<file path="src/rtl/i2cseq_pkg.sv">
package i2cseq_pkg;
  localparam logic [3:0] CODE_HALT   = 4'b0000;
  localparam logic [3:0] CODE_RDACK  = 4'b0010;
  localparam logic [3:0] CODE_WRITE  = 4'b0011;
  localparam logic [3:0] CODE_STOP   = 4'b0101;
  localparam logic [3:0] CODE_RDLAST = 4'b0110;
  localparam logic [3:0] CODE_START  = 4'b1001;

  // quarter phases of one bit slot, Gray coded; SCL equals bit 0
  localparam logic [1:0] Q0 = 2'b00;
  localparam logic [1:0] Q1 = 2'b01;
  localparam logic [1:0] Q2 = 2'b11;
  localparam logic [1:0] Q3 = 2'b10;

  typedef enum logic [2:0] {
    OP_START, OP_STOP, OP_WRITE, OP_RDACK, OP_RDLAST
  } op_e;
endpackage

</file>
<file path="src/rtl/i2cseq_quarter.sv">
module i2cseq_quarter #(
  parameter int CLK_DIV = 4
) (
  input  logic       clk,
  input  logic       rst_n,
  input  logic       restart,
  input  logic       run,
  output logic       tick,
  output logic [1:0] phase
);
  import i2cseq_pkg::*;
  localparam int CW = (CLK_DIV < 2) ? 1 : $clog2(CLK_DIV);
  localparam logic [CW-1:0] LAST = CW'(CLK_DIV - 1);

  logic [CW-1:0] cnt_q;

  function automatic logic [1:0] gray_next(input logic [1:0] p);
    case (p)
      Q0:      return Q1;
      Q1:      return Q2;
      Q2:      return Q3;
      default: return Q0;
    endcase
  endfunction

  assign tick = run && !restart && (cnt_q == LAST);

  always_ff @(posedge clk or negedge rst_n) begin
    if (!rst_n) begin
      cnt_q <= '0;
      phase <= Q0;
    end else if (restart) begin
      cnt_q <= '0;
      phase <= Q3;
    end else if (run) begin
      if (cnt_q == LAST) begin
        cnt_q <= '0;
        phase <= gray_next(phase);
      end else begin
        cnt_q <= cnt_q + 1'b1;
      end
    end
  end

  a_r12_single_bit_step: assert property (@(posedge clk) disable iff (!rst_n)
    (tick && $past(rst_n)) |=> ($countones(phase ^ $past(phase)) == 1));
endmodule

</file>
<file path="src/rtl/i2cseq_shreg.sv">
module i2cseq_shreg #(
  parameter int W = 8
) (
  input  logic         clk,
  input  logic         rst_n,
  input  logic         load,
  input  logic [W-1:0] load_val,
  input  logic         shift,
  input  logic         in_bit,
  output logic         msb,
  output logic [W-1:0] q
);
  always_ff @(posedge clk or negedge rst_n) begin
    if (!rst_n)     q <= '0;
    else if (load)  q <= load_val;
    else if (shift) q <= {q[W-2:0], in_bit};
  end
  assign msb = q[W-1];
endmodule

</file>
<file path="src/rtl/i2cseq_top.sv">
module i2cseq_top #(
  parameter int CLK_DIV = 4,
  parameter int DATA_W  = 8
) (
  input  logic              clk,
  input  logic              rst_n,
  input  logic              cmd_valid,
  output logic              cmd_ready,
  input  logic [3:0]        cmd_code,
  input  logic [DATA_W-1:0] cmd_wdata,
  output logic              rx_valid,
  input  logic              rx_ready,
  output logic [DATA_W-1:0] rx_data,
  output logic              scl_o,
  output logic              sda_oe,
  input  logic              sda_i,
  output logic              busy,
  output logic              ack_n,
  output logic              error
);
  import i2cseq_pkg::*;
  localparam int BCW = $clog2(DATA_W + 1);
  localparam logic [BCW-1:0] ACK_SLOT = BCW'(DATA_W);

  logic           tick, lead_q, run_q, hold_q, drv;
  logic [1:0]     phase;
  logic [BCW-1:0] bcnt_q;
  op_e            op_q, dec_op;
  logic           dec_bus, dec_halt, acc, byte_op, last_bit, active, sh_msb, sh_en;

  assign cmd_ready = !busy && !rx_valid;
  assign acc       = cmd_valid && cmd_ready;

  always_comb begin
    dec_bus  = 1'b1;
    dec_halt = 1'b0;
    dec_op   = OP_START;
    case (cmd_code)
      CODE_START:  dec_op = OP_START;
      CODE_STOP:   dec_op = OP_STOP;
      CODE_WRITE:  dec_op = OP_WRITE;
      CODE_RDACK:  dec_op = OP_RDACK;
      CODE_RDLAST: dec_op = OP_RDLAST;
      CODE_HALT:   begin dec_bus = 1'b0; dec_halt = 1'b1; end
      default:     dec_bus = 1'b0;
    endcase
  end

  assign byte_op  = (op_q == OP_WRITE) || (op_q == OP_RDACK) || (op_q == OP_RDLAST);
  assign last_bit = byte_op ? (bcnt_q == ACK_SLOT) : 1'b1;
  assign active   = busy && !lead_q;
  assign sh_en    = tick && active && byte_op && (phase == Q2) && !last_bit;

  i2cseq_quarter #(.CLK_DIV(CLK_DIV)) u_quarter (
    .clk(clk), .rst_n(rst_n), .restart(acc && dec_bus),
    .run(busy || run_q), .tick(tick), .phase(phase)
  );

  i2cseq_shreg #(.W(DATA_W)) u_shreg (
    .clk(clk), .rst_n(rst_n), .load(acc && cmd_code == CODE_WRITE),
    .load_val(cmd_wdata), .shift(sh_en), .in_bit(sda_i),
    .msb(sh_msb), .q(rx_data)
  );

  // data line pull-down; outside an active slot the last level is held
  always_comb begin
    drv = hold_q;
    if (active) begin
      case (op_q)
        OP_START: drv = (phase == Q2) || (phase == Q3);
        OP_STOP:  drv = (phase == Q0) || (phase == Q1);
        OP_WRITE: drv = last_bit ? 1'b0 : !sh_msb;
        OP_RDACK: drv = last_bit;
        default:  drv = 1'b0;
      endcase
    end
  end
  assign sda_oe = drv;
  assign scl_o  = (busy || run_q) ? phase[0] : 1'b1;

  always_ff @(posedge clk or negedge rst_n) begin
    if (!rst_n) begin
      busy <= 1'b0; lead_q <= 1'b0; run_q <= 1'b0; hold_q <= 1'b0;
      error <= 1'b0; ack_n <= 1'b0; rx_valid <= 1'b0;
      op_q <= OP_START; bcnt_q <= '0;
    end else begin
      hold_q <= drv;
      if (rx_valid && rx_ready) rx_valid <= 1'b0;
      if (acc) begin
        if (dec_bus) begin
          busy <= 1'b1; lead_q <= 1'b1; op_q <= dec_op;
          bcnt_q <= '0; error <= 1'b0;
        end else if (dec_halt) begin
          run_q <= 1'b0; error <= 1'b0;
        end else begin
          error <= 1'b1;
        end
      end else if (tick && busy) begin
        if (lead_q) begin
          lead_q <= 1'b0;
        end else begin
          if (phase == Q2 && op_q == OP_WRITE && last_bit) ack_n <= sda_i;
          if (phase == Q3) begin
            if (last_bit) begin
              busy  <= 1'b0;
              run_q <= 1'b1;
              if (op_q == OP_RDACK || op_q == OP_RDLAST) rx_valid <= 1'b1;
            end else begin
              bcnt_q <= bcnt_q + 1'b1;
            end
          end
        end
      end
    end
  end

  a_r5_sda_still_while_scl_high: assert property (@(posedge clk) disable iff (!rst_n)
    (busy && $past(busy) && byte_op && scl_o && $past(scl_o)) |-> $stable(sda_oe));
  a_r3_start_fall_scl_high: assert property (@(posedge clk) disable iff (!rst_n)
    (busy && $past(busy) && op_q == OP_START && $rose(sda_oe)) |-> scl_o);
  a_r8_result_held: assert property (@(posedge clk) disable iff (!rst_n)
    (rx_valid && !rx_ready) |=> (rx_valid && $stable(rx_data)));
  a_r10_halt_parks_high: assert property (@(posedge clk) disable iff (!rst_n)
    (acc && cmd_code == CODE_HALT) |=> (scl_o && !busy));
  a_r11_bad_code_flags: assert property (@(posedge clk) disable iff (!rst_n)
    (acc && !dec_bus && !dec_halt) |=> (error && !busy));
  a_r2_no_take_when_busy: assert property (@(posedge clk) disable iff (!rst_n)
    (busy && $past(busy) && $past(cmd_valid)) |-> $stable(op_q));
endmodule

</file>
<file path="config.mk">
export PLATFORM = sky130hd
export DESIGN_NAME = i2cseq_top
export DESIGN_NICKNAME = d
export VERILOG_FILES = /design/src/rtl/i2cseq_pkg.sv /design/src/rtl/i2cseq_quarter.sv /design/src/rtl/i2cseq_shreg.sv /design/src/rtl/i2cseq_top.sv
export SDC_FILE = /design/constraint.sdc
export NUM_CORES = 1
export LEC_CHECK = 0
export ABC_AREA = 1
export BUFFER_PORTS_ARGS = -buffer_cell sky130_fd_sc_hd__buf_2
export CORE_UTILIZATION = 56
export CTS_BUF_LIST = sky130_fd_sc_hd__clkbuf_4 sky130_fd_sc_hd__clkbuf_8
export DETAILED_ROUTE_END_ITERATION = 10
export PLACE_DENSITY = 0.85
export SLEW_MARGIN = 30
export SYNTH_ARGS = -nofsm -noshare
export SYNTH_HDL_FRONTEND = slang
export SYNTH_SLANG_ARGS = --single-unit
</file>
<file path="constraint.sdc">
create_clock -name clk -period 1.7 [get_ports clk]
set_input_delay 0.085 -clock clk [delete_from_list [all_inputs] [get_ports clk]]
set_output_delay 0.085 -clock clk [all_outputs]
set_load 0.1 [all_outputs]
</file>
### Word level (Yosys, flattened, before mapping)

Cells that the tools add are included.

* $add $sub $neg: 2
* eq/ne operators: 19
* muxes and demuxes: 47
* bitwise logic cells: 2
* reduce and logical (&&, ||, !) cells: 44

Operators by type and width (number)
* $mux 1: 30
* $mux 4: 6
* $mux 8: 2
* $logic_and 1x1->1: 15
* $mux 2: 6
* $pmux 3 s4: 1
* $reduce_bool 2->1: 6
* $reduce_and 5->1: 2
* $eq 4x2->1 const B: 2
* $eq 4x3->1 const B: 2
* $eq 4x4->1 const B: 2
* $ne 2x2->1 const B: 4
* $eq 2x2->1 const B: 3
* $eq 3x2->1 const B: 2
* $logic_not 1->1: 6
* $logic_or 1x1->1: 6
* $pmux 2 s3: 1
* $reduce_and 2->1: 3
* $reduce_and 6->1: 1
* $reduce_or 5->1: 1
* $add 4x1->4 const B: 1
* $logic_not 4->1: 1
* $pmux 1 s4: 1
* $reduce_and 4->1: 1
* 8 further kinds: 9

* register bits: 26
* input bits: 17
* output and inout port bits: 15
* word-level logic and storage cells: 126

### Logic depth before layout (Yosys ltp)

* depth in word-level cells: 13
* gate-level depth with buffers: 11
* gate-level depth less buffers: 10

### Cells and area by module

From an unflattened synthesis, not the netlist that was laid out.

* cell total of the unflattened synthesis: 201
* area, all modules: 1511.4 µm²

By module, submodules not included
* i2cseq_top: instances 1, cells each 129, area an instance 925.9 µm², sequential area each 350.3 µm²
* i2cseq_shreg: instances 1, cells each 45, area an instance 381.6 µm², sequential area each 200.2 µm²
* i2cseq_quarter: instances 1, cells each 27, area an instance 203.9 µm², sequential area each 100.1 µm²

### Worst setup path before layout

OpenSTA, ideal clock, no wires.

* path type: flip-flop to flip-flop
* from: reg busy
* to: reg u_shreg.q[1]
* library setup time: 0.121 ns
* arrival time: 2.314 ns
* data required time: 1.579 ns
* setup slack: -0.735 ns
* cell stages (with the launch flop): 12
* path buffers: 1
* clock period less this slack: 2.435 ns
* cells stage by stage: dfrtp_1 nor2_4 nand2_4 inv_6 nand3_4 nor2_8 inv_4 buf_6 nand2_2 nand2_1 nand2_1 nand2_1

* word-level cells in the longest chain between the ends: 12
* elaborated cells on any way between the ends: 16
* those cells by class: mux (1); reduce/logical (15)

Ends and longest elaborated chain
* from (decl): RTL line i2cseq_top.sv:17 `output logic busy,`
* from (signal assigned): RTL line i2cseq_top.sv:83 `busy <= 1'b0; lead_q <= 1'b0; run_q <= 1'b0; hold_q <= 1'b0;`
* from (signal assigned): RTL line i2cseq_top.sv:91 `busy <= 1'b1; lead_q <= 1'b1; op_q <= dec_op;`
* from (signal assigned): RTL line i2cseq_top.sv:105 `busy <= 1'b0;`
* $logic_not 1->1 (*): RTL line i2cseq_top.sv:31 `assign cmd_ready = !busy && !rx_valid;`
* $logic_and 1x1->1 (*): RTL line i2cseq_top.sv:31
* net cmd_ready: RTL line i2cseq_top.sv:8 `output logic cmd_ready,`
* $logic_and 1x1->1 (*): RTL line i2cseq_top.sv:32 `assign acc = cmd_valid && cmd_ready;`
* $logic_and 1x1->1: RTL line i2cseq_top.sv:55 `.clk(clk), .rst_n(rst_n), .restart(acc && dec_bus),`
* $logic_not 1->1: RTL line i2cseq_quarter.sv:26 `assign tick = run && !restart && (cnt_q == LAST);`
* $logic_and 1x1->1 (2 in series): RTL line i2cseq_quarter.sv:26
* $logic_and 1x1->1 (4 in series): RTL line i2cseq_top.sv:52 `assign sh_en = tick && active && byte_op && (phase == Q2) && !last_bit;`
* $reduce_bool 2->1 (no line)
* to (signal assigned): RTL line i2cseq_shreg.sv:15 `else if (load) q <= load_val;`
* to (signal assigned): RTL line i2cseq_shreg.sv:16 `else if (shift) q <= {q[W-2:0], in_bit};`
* to (decl): RTL line i2cseq_shreg.sv:11 `output logic [W-1:0] q`

The timed path passes the listed nets; every way through them passes the cells marked *.
A chain may end at the register's enable or synchronous reset.

### Worst setup path after layout

* from: reg op_q[2]
* to: out sda_oe

* word-level cells in the longest chain between the ends: 7
* elaborated cells on any way between the ends: 11
* those cells by class: eq/ne (4); mux (4); reduce/logical (3)

Ends and longest elaborated chain
* from (decl): RTL line i2cseq_top.sv:28 `op_e op_q, dec_op;`
* from (signal assigned): RTL line i2cseq_top.sv:85 `op_q <= OP_START; bcnt_q <= '0;`
* from (signal assigned): RTL line i2cseq_top.sv:91
* $eq 3x2->1: RTL line i2cseq_top.sv:49, i2cseq_top.sv:69
* $logic_or 1x1->1 (2 in series): RTL line i2cseq_top.sv:49 `assign byte_op = (op_q == OP_WRITE) || (op_q == OP_RDACK) || (op_q == OP_RDLAST);`
* $mux 1: RTL line i2cseq_top.sv:50 `assign last_bit = byte_op ? (bcnt_q == ACK_SLOT) : 1'b1;`
* $mux 1: RTL line i2cseq_top.sv:72 `OP_WRITE: drv = last_bit ? 1'b0 : !sh_msb;`
* $pmux 1 s4 (*): RTL line i2cseq_top.sv:69 `case (op_q)`
* $mux 1 (*): RTL line i2cseq_top.sv:68 `if (active) begin`
* to (decl): RTL line i2cseq_top.sv:15 `output logic sda_oe,`

Every way passes the cells marked *; elsewhere a longest branch is shown, timed or not.

==> flow_summary.toml <==
[clock_network]
htreeDepth = 1
clock_sinks = 26
cts_buffers = 3
clock_latency_ns = 0.34
clkTransAtPathRegs_ns = 0.15
clock_tree.buffer_depth = 2
root_buffer = "clkbuf_4"
cts_tree = "yes"

[critical_path]
ff2ff_path_depth = 10
r2r-start = "op_q[2]$_DFFE_PN0P_"
required_ns = 1.62
r2r-end = "u_shreg.q[5]$_DFFE_PN0P_"
critPathMaxFanout = 4
endpoint_kind = "output port"
path_class = "reg2out"
arrival_ns = 1.71
reg2reg_slack_ns = 0.05
start_kind = "flop"

[final_layout]
area_delta_synth_final_pct = 29.4
fin_nets = 270
antenna_cells = 0
fin_cells = 279
post_route_cells_drive_above_1_share_pct = 32.9

[die]
die_area_um2 = 2940
die_h_um = 54.2
core_um2 = 2520
io_pins = 32
initial_utilization_pct = 60.5
die_w_um = 54.2
row_count = 18

[logic_synthesis]
synth_edf_count = 0
synthArstFlopShare_pct = 100
synth_ff_type = "dfrtp_1"
syn-cell-area_um2 = 1530
netlist_top_cells_count = "nand2_1, dfrtp_1, inv_1, nand3_1, nor2_1"
synth_seq_area_share_pct = 42.6
synth.most_common_cell = "nand2_1"
synthTopCellsByArea = "dfrtp_1, nand2_1, nand3_1"
ys_ff_latch = 26
synthDistinctLibCells = 28
yosys.area.top_type = "dfrtp_1"
syn_inst = 199
synth_nets = 219
synth_top_cell_area_share_pct = 42.6
ys.warnings.count = 0
avgSynthCellArea_um2 = 7.67

[pwr]
pwr_density_cell_nw_per_um2 = 2030
ir_drop_v = 0.00155
p_leak_nw = 1.07
power.total_mw = 4.02

[detailed_routing]
drt_pass1_iterations = 4
vias = 1574
routed_wl_mm = 3.92
via_per_inst = 5.64
wire_per_inst_um = 14.1
ant_nets = 0
dr.first_iter.drc_count = 62
drc = 0

[timing]
finalCriticalPeriod_ns = 1.79
setup_violations = 1
setup_ws_ns = -0.0911
post-route-period-util_pct = 105
fmax_mhz = 558
relSlewSlack_pct = 60.5
timing.hold.ws_ns = 0.00584
hold_viol_final = 0
tns_ns = -0.0911
fin_worst_skew_ns = 0.0163
report.final.slew_viol_count = 0
max_slew.worst_pin.slew_ns = 0.592
rsz0062_at_grt = "yes"

[global_routing]
grt_start_max_net_pins = 27
grt_pass1_wl_mm = 4.91
grt_overflow = 0
grt_pass1_vias = 1135
track_usage_pct = 23.5
antenna_found_initial = 0

[job]
max-cap-violations = 0

[hold_path]
hold_depth = 3
hold_path.class = "in2reg"
min-delay-start = "sda_i"
hold_path_end = "ack_n$_DFFE_PN0P_"

[place]
dp_slack_ns = 0.0422
port-buffer-count = 31
finalWeightedCongestion = 0.821
post-place-cells = 260
dp_hpwl_mm = 2.33

[outcome]
outcome = "complete, but fails checks"
violations = "negative setup slack"
[stage by stage]
stage / area, µm² / util [%]
floorplan: 1540 / -
global placement: 1760 / 69.7
detailed placement: 1760 / 69.7
CTS: 1870 / 74.1
global route: 1980 / 78.3
finish: 1980 / 78.3
[report_power, final]
group | leakage, nW | internal [mW] | total, mW | switching [mW]
registers | 0.328 | 0.867 | 1.11 | 0.247
clock network | 0.0184 | 0.108 | 0.299 | 0.191
logic | 0.721 | 0.811 | 2.61 | 1.80
total | 1.07 | 1.79 | 4.02 | 2.23
[final cells by class]
type                       count  area, µm²
timing repair buffer          50        348
tap                           30       37.5
fill                         174        547
clock buffer                   4       30.0
inverter                      24       97.6
multi-input combinational    145        803
sequential                    26        659
[sequential cells by signal, summed over array words and instances, names as in the netlist]
| signal | count |
|---|---|
| op_q | 3 |
| u_quarter.cnt_q | 2 |
| ack_n | 1 |
| run_q | 1 |
| hold_q | 1 |
| busy | 1 |
| rx_valid | 1 |
| u_shreg.q | 8 |
| bcnt_q | 4 |
| lead_q | 1 |
| error | 1 |
| u_quarter.phase | 2 |
[critical path: stages, from the launching register on]
cell,delay (ns)
dfrtp_1,0.45
inv_1,0.15
nand3_1,0.18
o22ai_2,0.21
o21ai_1,0.10
nand2_2,0.10
buf_12,0.18
[per-layer routing]
metal | vias to the layer above | global-route usage [%] | share of wire, %
met4 | 0 | 9.40 | 3.4
met3 | 16 | 2.50 | 5.4
met5 | - | 0 | 0
met2 | 73 | 38.2 | 49
li1 | 738 | - | -
met1 | 747 | 31.9 | 42
[worst max-delay path by stage]
stage                                    from                       end  slack, ns  depth (start not counted)
after floorplan            rx_valid$_DFF_PN0_  u_shreg.q[1]$_DFFE_PN0P_      -0.45                         11
after global placement     rx_valid$_DFF_PN0_  u_shreg.q[0]$_DFFE_PN0P_       0.09                          8
after detailed placement   rx_valid$_DFF_PN0_  u_shreg.q[0]$_DFFE_PN0P_       0.04                          8
after CTS                  rx_valid$_DFF_PN0_  u_shreg.q[0]$_DFFE_PN0P_       0.01                          8
after global routing      op_q[2]$_DFFE_PN0P_                    sda_oe      -0.14                          6
final                     op_q[2]$_DFFE_PN0P_                    sda_oe      -0.09                          6
[cell families (layout without fill, tap and decap cells)]
group / after synthesis / after routing / share of synthesized area (%)
compound gates: 21 / 21 / 7.38
xor+xnor: 3 / 3 / 1.72
simple gates: 118 / 118 / 37.0
fa+ha+maj: 3 / 3 / 2.46
buf+inv: 28 / 78 / 8.85
flops: 26 / 26 / 42.6
[placed cells by master (no fill, tap or decap), drive strengths merged]
cell type and n:
nand2 69, o22ai 2, o211ai 1, or2 1, nand3 24, buf 47
a22oi 1, inv 24, nor2 18, o21ai 14, dlygate4sd3 3, nor3 3
clkbuf 4, nand3b 1, a21oi 3, xnor2 1, dfrtp 26, ha 3
xor2 2, nand4 2
[timing repair]
| action | in CTS | in global routing |
|---|---|---|
| buffers inserted | 4 | 8 |
| hold buffers | 3 | 0 |
| endpoints found under the hold margin | 28 | 0 |
| gates resized for setup | 8 | 8 |
| pin swaps | 5 | 5 |
| setup endpoints to repair | 1 | 14 |
Note: power is estimated with default switching activity, not from simulation.
